## config.mk

```make
export PLATFORM = sky130hd
export DESIGN_NAME = lsw_gate_ctrl
export DESIGN_NICKNAME = d
export VERILOG_FILES = /design/src/rtl/lsw_pkg.sv /design/src/rtl/lsw_par_route.sv /design/src/rtl/lsw_chan.sv /design/src/rtl/lsw_gate_ctrl.sv
export SDC_FILE = /design/constraint.sdc
export NUM_CORES = 1
export LEC_CHECK = 0
export BUFFER_PORTS_ARGS = -buffer_cell sky130_fd_sc_hd__buf_2
export CAP_MARGIN = 20
export CORE_MARGIN = 4
export CORE_UTILIZATION = 40
export CTS_BUF_LIST = sky130_fd_sc_hd__clkbuf_8
export DETAILED_ROUTE_END_ITERATION = 8
export PLACE_DENSITY_LB_ADDON = 0.15
export RECOVER_POWER = 50
export SETUP_SLACK_MARGIN = 0.5
export SLEW_MARGIN = 30
export SYNTH_ARGS = -nofsm -noshare
export SYNTH_HDL_FRONTEND = slang
export SYNTH_SLANG_ARGS = --single-unit
```

## constraint.sdc

```tcl
create_clock -name clk -period 1.2 [get_ports clk]
set_input_delay 0.12 -clock clk [delete_from_list [all_inputs] [get_ports clk]]
set_output_delay 0.12 -clock clk [all_outputs]
set_load 0.01 [all_outputs]
```

## src/rtl/lsw_pkg.sv

```systemverilog
package lsw_pkg;

    typedef enum logic {
        COMB_OR  = 1'b0,
        COMB_AND = 1'b1
    } comb_op_e;

    function automatic logic merge_req(logic ser, logic par, comb_op_e op);
        return (op == COMB_AND) ? (ser & par) : (ser | par);
    endfunction

endpackage

```

## src/rtl/lsw_par_route.sv

```systemverilog
module lsw_par_route #(
    parameter int NCH  = 8,
    parameter int NPAR = 4
) (
    input  logic            pol_hi,
    input  logic [NPAR-1:0] par_in,
    input  logic [NCH-1:0]  map_sel,
    output logic [NCH-1:0]  par_req
);
    localparam int SHARED = NPAR - 1;

    logic [NPAR-1:0] act;

    // Polarity: XNOR of pin with pol_hi yields active level
    assign act = pol_hi ? par_in : ~par_in;

    for (genvar i = 0; i < NCH; i++) begin : g_route
        if (i < SHARED) begin : g_own
            assign par_req[i] = act[i] | (map_sel[i] & act[SHARED]);
        end else begin : g_map
            assign par_req[i] = map_sel[i] & act[SHARED];
        end
    end
endmodule

```

## src/rtl/lsw_chan.sv

```systemverilog
module lsw_chan
    import lsw_pkg::*;
#(
    parameter int OVL_DLY = 64
) (
    input  logic     clk,
    input  logic     rst_n,
    input  logic     ser,
    input  logic     par,
    input  comb_op_e op,
    input  logic     ovt_mode,
    input  logic     ovl_mode,
    input  logic     ot,
    input  logic     ilim,
    output logic     gate
);
    localparam int CW = $clog2(OVL_DLY + 1);

    typedef struct packed {
        logic          req;
        logic          ot_lat;
        logic          ovl_lat;
        logic          gate;
        logic [CW-1:0] cnt;
    } chan_st_t;

    chan_st_t st_d, st_q;
    logic     req, rise, trip;

    always_comb begin
        st_d = st_q;
        req  = merge_req(ser, par, op);
        rise = req & ~st_q.req;
        trip = ovl_mode & ilim & st_q.gate & (st_q.cnt == CW'(OVL_DLY - 1));

        st_d.req     = req;
        // Temperature only counts while the channel is requested on
        st_d.ot_lat  = (st_q.ot_lat & ~rise) | (req & ot & ovt_mode);
        st_d.ovl_lat = (st_q.ovl_lat & ~rise) | trip;
        st_d.cnt     = (ovl_mode & ilim & st_q.gate & ~trip) ? st_q.cnt + CW'(1) : '0;
        st_d.gate    = req & ~ot & ~st_d.ot_lat & ~st_d.ovl_lat;
    end

    always_ff @(posedge clk or negedge rst_n) begin
        if (!rst_n) begin
            st_q <= '0;
        end else begin
            st_q <= st_d;
        end
    end

    assign gate = st_q.gate;
endmodule

```

## src/rtl/lsw_gate_ctrl.sv

```systemverilog
module lsw_gate_ctrl
    import lsw_pkg::*;
#(
    parameter int NCH     = 8,
    parameter int NPAR    = 4,
    parameter int OVL_DLY = 64
) (
    input  logic            clk,
    input  logic            rst_n,
    input  logic            pol_hi,
    input  logic [NPAR-1:0] par_in,
    input  logic [NCH-1:0]  ser_ctl,
    input  logic [NCH-1:0]  map_sel,
    input  logic [NCH-1:0]  and_sel,
    input  logic [NCH-1:0]  ovt_mode,
    input  logic [NCH-1:0]  ovl_mode,
    input  logic [NCH-1:0]  slew_cfg,
    input  logic [NCH-1:0]  ot_flag,
    input  logic [NCH-1:0]  ilim_flag,
    output logic [NCH-1:0]  gate_en,
    output logic [NCH-1:0]  state_rb,
    output logic [NCH-1:0]  slew_sel
);
    logic [NCH-1:0] par_req;

    lsw_par_route #(.NCH(NCH), .NPAR(NPAR)) u_route (
        .pol_hi  (pol_hi),
        .par_in  (par_in),
        .map_sel (map_sel),
        .par_req (par_req)
    );

    for (genvar i = 0; i < NCH; i++) begin : g_chan
        lsw_chan #(.OVL_DLY(OVL_DLY)) u_chan (
            .clk      (clk),
            .rst_n    (rst_n),
            .ser      (ser_ctl[i]),
            .par      (par_req[i]),
            .op       (comb_op_e'(and_sel[i])),
            .ovt_mode (ovt_mode[i]),
            .ovl_mode (ovl_mode[i]),
            .ot       (ot_flag[i]),
            .ilim     (ilim_flag[i]),
            .gate     (gate_en[i])
        );
    end

    assign state_rb = gate_en;
    assign slew_sel = slew_cfg;
endmodule

```

==> results of run 1 <==
through the flow:
step | utilization | cell area [um2] | instances
after floorplan | - | 4230 | 384
final | 0.6169 | 6030 | 644
after detailed placement | 0.4908 | 4797 | 591
after global routing | 0.6169 | 6030 | 644
after CTS | 0.5988 | 5853 | 634
after global placement | 0.4908 | 4797 | 591
worst max-delay path: stages (launching register included):
cell and delay (ps):
dfrtp_1 440, ha_4 200, nand3_4 110, nor3_4 50, nor4b_2 230
repair_timing:
action                                 4_1_cts  5_1_grt
setup endpoints to repair                  101       99
resized for setup                          108       37
endpoints found under the hold margin       97       92
pin swaps                                   45       48
setup buffers                               26       10
power breakdown:
group / switching [W] / internal, W
Clock: 0.00105 / 0.00107
Combinational: 0.000381 / 0.000431
Sequential: 0.0000768 / 0.00307
per-layer routing:
layer | vias up | track usage | share of wire
met5 | - | 0 | 0
met4 | 0 | 0.05591 | 0.013
met2 | 72 | 0.2735 | 0.50
met1 | 1538 | 0.1973 | 0.43
li1 | 1541 | - | -
met3 | 14 | 0.04239 | 0.059
layout by cell type, fill, tap and decap left out, types with 8 or more instances in the layout:
| cell type | n |
|---|---|
| a21o_1 | 8 |
| and3_1 | 10 |
| and3_4 | 14 |
| buf_2 | 75 |
| buf_4 | 35 |
| buf_6 | 17 |
| clkbuf_8 | 11 |
| dfrtp_1 | 82 |
| ha_4 | 8 |
| inv_1 | 10 |
| nand2_1 | 11 |
| nand2b_4 | 8 |
| nand3_1 | 9 |
| nand3_2 | 15 |
| nand3_4 | 8 |
| nor2_1 | 46 |
| nor2_2 | 13 |
| nor2b_1 | 11 |
| nor3_4 | 8 |
| nor4b_2 | 8 |
| o21ai_0 | 8 |
| o21ai_4 | 8 |
| xnor2_1 | 8 |
| xnor2_2 | 8 |
| xor2_1 | 16 |
sequential cells by signal, summed over array words and instances (netlist names):
register / cells
g_chan.u_chan.gate: 8
g_chan.u_chan.st_q: 80
worst max path at each step:
stage                                   startpoint                  endpoint
final                     g_chan[4].u_chan.st_q[0]     g_chan[4].u_chan.gate
after global placement                      pol_hi     g_chan[2].u_chan.gate
after CTS                 g_chan[4].u_chan.st_q[0]     g_chan[4].u_chan.gate
after floorplan           g_chan[4].u_chan.st_q[0]     g_chan[4].u_chan.gate
after detailed placement                    pol_hi     g_chan[1].u_chan.gate
after global routing      g_chan[1].u_chan.st_q[0]  g_chan[1].u_chan.st_q[5]
kinds of logic (layout without fill, tap and decap cells):
kind of cell | after synthesis | in the layout
AO/OA/AOI/OAI | 46 | 46
XOR/XNOR | 33 | 33
adder cells (fa/ha/maj) | 8 | 8
buffers and inverters | 40 | 167
flip-flops | 88 | 88
AND/OR/NAND/NOR | 169 | 169
layout make-up:
class,instances,area (um2),area share
well taps,133,166.4,0.02760
multi-input cells,256,2432,0.4034
flip-flops and latches,88,2210,0.3665
repair buffers,135,953.4,0.1581
clock buffers,11,151.4,0.02511
clock inverters,5,56.30,0.009338
inverters,16,60.06,0.009961
==> impl_metrics.py, run 1 <==
metrics = {
    "outcome": {
        "status": "complete, but fails checks",
        "violations": "hold timing",
    },
    "floorplanning": {
        "fp.dieArea_um2": 11700,
        "die_h_um": 108.2,
        "die_w_um": 108.2,
        "start_util": 0.4107,
        "core_area_um2": 9774,
        "io_pins": 95,
        "rows": 36,
    },
    "placed_design": {
        "port_buffers": 78,
        "dp_slack_ps": -138.3,
        "post-dp-hpwl_um": 5954,
        "gp_congestion": 0.7949,
    },
    "pwr": {
        "power.total_w": 0.006086,
        "power_density_nw_per_um2": 1009,
        "peakVddDrop_uv": 457.5,
        "leakagePower_nw": 2.636,
    },
    "flow_run": {
        "drv_cap": 0,
    },
    "synth": {
        "synth_top_family_by_area": "simple AND/OR/NAND/NOR gates",
        "synth-simple-area-share": 0.2154,
        "synthTopCellsByCount": "dfrtp_1, nor2_1, nand3_1, and3_1, buf_4",
        "ys_ff_latch": 88,
        "synth_fa_ha_area_frac": 0.02494,
        "synth_edf_count": 0,
        "synth-async-reset-ratio": 1.000,
        "synth_cells": 384,
        "synth_top_area_frac": 0.5486,
        "synth_compound_area_frac": 0.07918,
        "synth.area.mux_share": 0,
        "yosys_warnings": 0,
        "ys_seq_area_frac": 0.5486,
        "synth_nets": 463,
        "synth_flop_cell": "dfrtp_1",
        "synth.most_common_cell": "dfrtp_1",
        "yosys.cell_types.count": 24,
        "avgSynthCellArea_um2": 10.45,
        "yosysTopAreaCell": "dfrtp_1",
        "netlist_area_um2": 4014,
        "synth_area_leaders": "dfrtp_1, nor2_1, buf_4",
        "yosys.area_share.xor_xnor": 0.07201,
    },
    "sta": {
        "clock_skew_ps": 12.72,
        "drv_slew": 0,
        "fmaxAchievable_mhz": 890.4,
        "rsz0062_at_grt": "yes",
        "fin_crit_ps": 1123,
        "setup_ws_ps": 76.87,
        "slew_headroom": 0.2565,
        "fin_hold_ws_ps": -68.54,
        "setup_viol": 0,
        "worst_pin_slew_ps": 1115,
        "hold_viol_final": 25,
        "fin_tns_setup_ps": 0,
        "fin_crit_sh": 0.9359,
    },
    "critical_path": {
        "cp_max_fo": 3,
        "crit_required_ps": 1460,
        "reg2reg_depth": 4,
        "arrival_ps": 1390,
        "r2r-end": "g_chan[4].u_chan.gate",
        "critPathLaunchType": "flip-flop",
        "crit_type": "reg2reg",
        "end_kind": "flip-flop",
        "ff2ff_setup_slack_ps": 80,
        "timing.rr.start": "g_chan[4].u_chan.st_q[0]",
    },
    "global_route": {
        "grt_overflow_total": 0,
        "antenna_found_initial": 0,
        "grt_usage": 0.1605,
        "grt_pass1_wl_um": 14790,
        "grt_pass1_vias": 3280,
        "grt_max_degree": 43,
    },
    "routing": {
        "wl_um": 8905,
        "dr.pass1.iters": 4,
        "ant_nets": 0,
        "avgRoutedWirePerCell_um": 13.83,
        "post_drt_via_cell_ratio": 4.915,
        "vias": 3165,
        "drc": 0,
        "drt_iter0_drc": 82,
    },
    "layout": {
        "n_antenna_cell": 0,
        "fin_nets": 585,
        "fill_cells": 797,
        "syn2layout_area_growth_pct": 50.22,
        "drive_gt1_frac": 0.5323,
    },
    "cts": {
        "clockBufferDepth": 2,
        "cts_sinks": 88,
        "cts-root-buf": "clkbuf_8",
        "htreeDepth": 3,
        "numCtsBuffers": 9,
        "cts_tree": "done",
        "path_clk_slew_ps": 90,
        "clock_latency_ps": 360,
        "ctsHoldBuffers": 1,
    },
    "min_path": {
        "hold_class": "in2reg",
        "hold_end": "g_chan[2].u_chan.gate",
        "holdPathStages": 2,
        "min_from": "ot_flag[2]",
    },
}
Power figures use the tool's default switching activity.
==> run 2, diff against run 1 <==
- CORE_ASPECT_RATIO: unset -> 1.5
- PLACE_DENSITY_LB_ADDON: 0.15 -> unset
==> run 2 against run 1 <==
Compared with the run above: the run still ends with hold timing left; die area grew 0.29%; sequential share of layout area increased by 0.18 points; clock skew is 4.4 ps lower; first-iteration DRC count up 4.9%; worst setup slack improved by 16 ps; fmax increased by 1.4%; cell count down 1.9%; design area fell by 0.50%; clock power down 2%; register-to-register slack better by 20 ps; highest routed layer unchanged.
==> impl_metrics.py, run 2 (synthesized netlist as in run 1, its figures left out) <==
metrics = {
    "sta": {
        "drv_slew": 0,
        "rsz0062_at_grt": "yes",
        "hold_viol_final": 8,
        "worst_pin_slew_ps": 623.4,
        "slew_headroom": 0.5844,
        "fmaxAchievable_mhz": 903.1,
        "clock_skew_ps": 8.321,
        "fin_crit_sh": 0.9228,
        "fin_crit_ps": 1107,
        "fin_hold_ws_ps": -69.21,
        "setup_viol": 0,
    },
    "cts": {
        "cts_tree": "done",
        "path_clk_slew_ps": 80,
        "clock_latency_ps": 360,
        "cts-root-buf": "clkbuf_8",
        "htreeDepth": 3,
        "clockBufferDepth": 2,
        "cts_sinks": 88,
        "numCtsBuffers": 9,
    },
    "critical_path": {
        "cp_max_fo": 3,
        "crit_chain": "ha_4 > buf_4 > nand3_2 > xor2_1 > nor2_1",
        "ff2ff_setup_slack_ps": 90,
        "end_kind": "flip-flop",
        "crit_family": "flip-flops",
        "crit_required_ps": 1440,
        "crit_path_max_incr_delay_ps": 420,
        "crit_type": "reg2reg",
        "critPathLaunchType": "flip-flop",
        "arrival_ps": 1350,
        "crit_buf_inv": 1,
        "crit_slowest_cell": "dfrtp_1",
    },
    "routing": {
        "post_drt_via_cell_ratio": 5.127,
        "drc": 0,
        "wl_um": 9236,
        "avgRoutedWirePerCell_um": 14.61,
        "vias": 3240,
        "ant_nets": 0,
        "dr.pass1.iters": 4,
        "drt_iter0_drc": 86,
    },
    "floorplanning": {
        "start_util": 0.4119,
        "die_h_um": 130.7,
        "die_w_um": 89.79,
        "rows": 44,
        "io_pins": 95,
        "fp.dieArea_um2": 11730,
        "core_area_um2": 9744,
    },
    "placed_design": {
        "dpl_cell_area_um2": 4705,
        "post-dp-hpwl_um": 5389,
        "gp_congestion": 0.7486,
        "port_buffers": 78,
    },
    "layout": {
        "layout_commonest_cell": "dfrtp_1",
        "largest_reg_flops": 80,
        "syn2layout_area_growth_pct": 49.47,
        "drive_gt1_frac": 0.5222,
        "fill_cells": 799,
        "n_antenna_cell": 0,
        "mostFrequentLayoutCells": "dfrtp_1, buf_2, nor2_1",
        "stdcell_area_um2": 6000,
        "largest-register": "g_chan.u_chan.st_q",
        "fin_nets": 591,
    },
    "outcome": {
        "violations": "hold timing",
        "status": "complete, but fails checks",
    },
    "global_route": {
        "grt_max_degree": 86,
        "grt_usage": 0.1583,
        "grt_pass1_wl_um": 15020,
        "grt_pass1_vias": 3386,
        "grt_overflow_total": 0,
        "antenna_found_initial": 0,
    },
    "min_path": {
        "hold_class": "in2reg",
    },
    "pwr": {
        "peakVddDrop_uv": 688.2,
        "power_density_nw_per_um2": 994.9,
        "leakagePower_nw": 2.652,
    },
    "flow_run": {
        "drv_cap": 0,
    },
}
==> run 2: worst paths after layout <==
| kind | from | end | cells past startpoint |
|---|---|---|---|
| max | g_chan[1].u_chan.st_q[0] | g_chan[1].u_chan.st_q[4] | 5 |
| min | ot_flag[2] | g_chan[2].u_chan.gate | 2 |
| max reg2reg | g_chan[1].u_chan.st_q[0] | g_chan[1].u_chan.st_q[4] | 5 |
| min reg2reg | g_chan[6].u_chan.st_q[8] | g_chan[6].u_chan.st_q[8] | 1 |
| max in group asynchronous | rst_n | g_chan[2].u_chan.st_q[4] | 3 |
| min in group asynchronous | rst_n | g_chan[0].u_chan.st_q[8] | 2 |
==> run 2: metrics by stage <==
step	util	power [W]	TNS (ps)	cells	setup slack [ps]
floorplan	-	0.003556	0	384	179.5
global placement	0.4828	0.003777	-988.0	567	-104.3
finish	0.6157	0.005969	0	632	92.65
global route	0.6157	0.006262	0	632	23.20
CTS	0.6061	0.006042	0	624	107.4
detailed placement	0.4828	0.003796	-1733	567	-186.2
==> run 2: worst reg2reg max path, cell delays in order (launching register included) <==
cell and delay (ps):
dfrtp_1 420, ha_4 190, buf_4 130, nand3_2 50, xor2_1 140, nor2_1 60
==> run 2: power breakdown <==
part / internal [W] / total (W) / switching, W
clock network: 0.00106 / 0.00207 / 0.00101
logic: 0.000393 / 0.000749 / 0.000356
registers: 0.00307 / 0.00315 / 0.0000813
==> run 2: metal layers <==
metal  share of wire  GRT usage  vias up  routed length (um)
met4           0.012    0.04964        0                 112
li1                -          -     1549                   -
met1            0.40     0.1824     1608                3702
met2            0.53     0.2846       74                4908
met3           0.055    0.04868        9                 512
met5               0          0        -                   0
==> run 2: cell type report <==
class	count	area, um2	share of cell area
multi-input combinational	256	2419	0.4031
tap	115	143.9	0.02398
inverter	16	60.06	0.01001
clock inverter	5	47.55	0.007925
clock buffer	11	151.4	0.02523
timing repair buffer	141	968.4	0.1614
sequential	88	2210	0.3683
==> run 2: timing repair <==
item,in CTS,in global routing
hold endpoints to repair,96,96
setup endpoints to repair,99,184
hold buffers,1,1
pin swaps,51,37
buffers inserted,40,7
gates cloned,0,1
resized for setup,108,40
==> run 3, diff against run 2 <==
- CELL_PAD_IN_SITES_DETAIL_PLACEMENT: unset -> 1
- CELL_PAD_IN_SITES_GLOBAL_PLACEMENT: unset -> 2
- CORE_UTILIZATION: 40 -> 31
- PLACE_DENSITY_LB_ADDON: unset -> 0.1
==> run 3 against run 2 <==
Compared with the run above: the flow still finishes with violations (hold timing); combinational power is 6.3% higher; die area increased by 27%; first-iteration DRC count is 55% lower; clock skew about the same; sequential cell count unchanged; sequential power hardly changed; cell count up 6.0%; global-route usage decreased by 1.4 points; critical path type unchanged; largest cell class unchanged.
==> impl_metrics.py, run 3 (synthesized netlist as in run 1, its figures left out) <==
metrics = {
    "outcome": {
        "status": "complete, but fails checks",
        "violations": "hold timing",
    },
    "floorplanning": {
        "die_h_um": 147.4,
        "fp.dieArea_um2": 14870,
        "core_area_um2": 12570,
        "die_w_um": 100.9,
        "rows": 50,
        "io_pins": 95,
        "start_util": 0.3192,
    },
    "cts": {
        "htreeDepth": 3,
        "cts-root-buf": "clkbuf_8",
        "clockBufferDepth": 2,
        "path_clk_slew_ps": 80,
        "clock_latency_ps": 350,
        "numCtsBuffers": 9,
        "cts_tree": "done",
        "cts_sinks": 88,
    },
    "critical_path": {
        "crit_type": "reg2reg",
        "crit_buf_inv": 0,
        "crit_required_ps": 1450,
        "r2r-end": "g_chan[2].u_chan.gate",
        "cp.depth": 4,
        "reg2reg_depth": 4,
        "crit_path_max_incr_delay_ps": 420,
        "startpoint": "g_chan[2].u_chan.st_q[0]",
        "arrival_ps": 1360,
        "timing.rr.start": "g_chan[2].u_chan.st_q[0]",
        "critPathLaunchType": "flip-flop",
        "ff2ff_setup_slack_ps": 90,
        "end_kind": "flip-flop",
        "cp_max_fo": 3,
        "crit_slowest_cell": "dfrtp_1",
        "crit_family": "flip-flops",
        "crit_chain": "ha_4 > nand3_4 > nor3_4 > nor4b_2",
    },
    "pwr": {
        "peakVddDrop_uv": 643.2,
        "p_switching_w": 0.001507,
        "seqPwrFrac": 0.508,
        "power_density_nw_per_um2": 1023,
        "swShare": 0.2426,
        "combPwrFrac": 0.128,
        "p_int_w": 0.004707,
        "pwr-share-clk": 0.364,
        "leakagePower_nw": 2.646,
    },
    "routing": {
        "avgRoutedWirePerCell_um": 14.93,
        "wl_um": 10000,
        "drt_iter0_drc": 39,
        "ant_nets": 0,
        "post_drt_via_cell_ratio": 4.801,
        "drc": 0,
        "dr.pass1.iters": 4,
        "vias": 3217,
    },
    "global_route": {
        "antenna_found_initial": 0,
        "grt_pass1_vias": 3669,
        "grt_pass1_wl_um": 17320,
        "grt_overflow_total": 0,
        "grt_usage": 0.1440,
        "grt_max_degree": 27,
    },
    "layout": {
        "multi_input_area_um2": 2450,
        "layout_commonest_cell": "dfrtp_1",
        "fin_nets": 588,
        "drive_gt1_frac": 0.5370,
        "largest_reg_flops": 80,
        "n_antenna_cell": 0,
        "largest-register": "g_chan.u_chan.st_q",
        "syn2layout_area_growth_pct": 51.40,
        "final_cells": 670,
        "fill_cells": 1390,
        "regArea_um2": 2211,
        "stdcell_area_um2": 6077,
        "mostFrequentLayoutCells": "dfrtp_1, buf_2, nor2_1, buf_4, and3_4",
    },
    "sta": {
        "hold_viol_final": 19,
        "worst_pin_slew_ps": 988.3,
        "drv_slew": 0,
        "fin_crit_sh": 0.9216,
        "fmaxAchievable_mhz": 904.2,
        "slew_headroom": 0.3411,
        "clock_skew_ps": 8.658,
        "setup_viol": 0,
        "fin_hold_ws_ps": -96.15,
        "fin_crit_ps": 1106,
        "rsz0062_at_grt": "yes",
        "fin_tns_setup_ps": 0,
    },
    "min_path": {
        "hold_class": "in2async",
    },
    "placed_design": {
        "gp_congestion": 0.7248,
        "post-dp-hpwl_um": 7090,
        "port_buffers": 78,
        "place_inst": 617,
        "dpl_cell_area_um2": 4848,
    },
    "flow_run": {
        "drv_cap": 0,
    },
}
-- run 3: what timing repair did --
action,4_1_cts,5_1_grt
gates resized for setup,112,28
pin swaps,49,42
endpoints found under the hold margin,96,96
setup endpoints to repair,100,98
cloned,0,0
setup buffers,27,10
-- run 3: worst max-delay path by stage --
stage	end	slack, ps
6_report	g_chan[2].u_chan.gate	90
3_3_place_gp	g_chan[1].u_chan.gate	-100
5_1_grt	g_chan[5].u_chan.st_q[5]	20
2_1_floorplan	g_chan[4].u_chan.gate	180
4_1_cts	g_chan[3].u_chan.st_q[3]	100
3_5_place_dp	g_chan[1].u_chan.gate	-210
-- run 3: layout make-up --
type,instances,share of cell area
well taps,156,0.03212
multi-input cells,256,0.4031
flip-flops and latches,88,0.3638
clock buffers,10,0.02265
repair buffers,138,0.1546
clock inverters,6,0.01379
inverters,16,0.009883
-- run 3: through the flow --
step	worst slack, ps	util	total power [W]
CTS	96.69	0.4747	0.006352
floorplan	179.5	-	0.003556
detailed placement	-210.5	0.3856	0.003848
finish	94.07	0.4833	0.006215
global placement	-103.8	0.3856	0.003822
global route	17.45	0.4833	0.006573
-- run 3: power by group through the flow --
stage / combinational [W] / sequential, W / clock [W]
final: 0.000796 / 0.00315 / 0.00226
after global routing: 0.000879 / 0.00317 / 0.00252
after CTS: 0.000823 / 0.00316 / 0.00237
after detailed placement: 0.000645 / 0.00320 / 0
after global placement: 0.000625 / 0.00320 / 0
after floorplan: 0.000376 / 0.00318 / 0
-- run 3: routing by layer --
layer  vias up  global-route usage  part of all wire
met5         -                   0                 0
li1       1536                   -                 -
met4         0             0.04125             0.014
met2        68              0.2622              0.54
met1      1602              0.1661              0.40
met3        11             0.03183             0.046
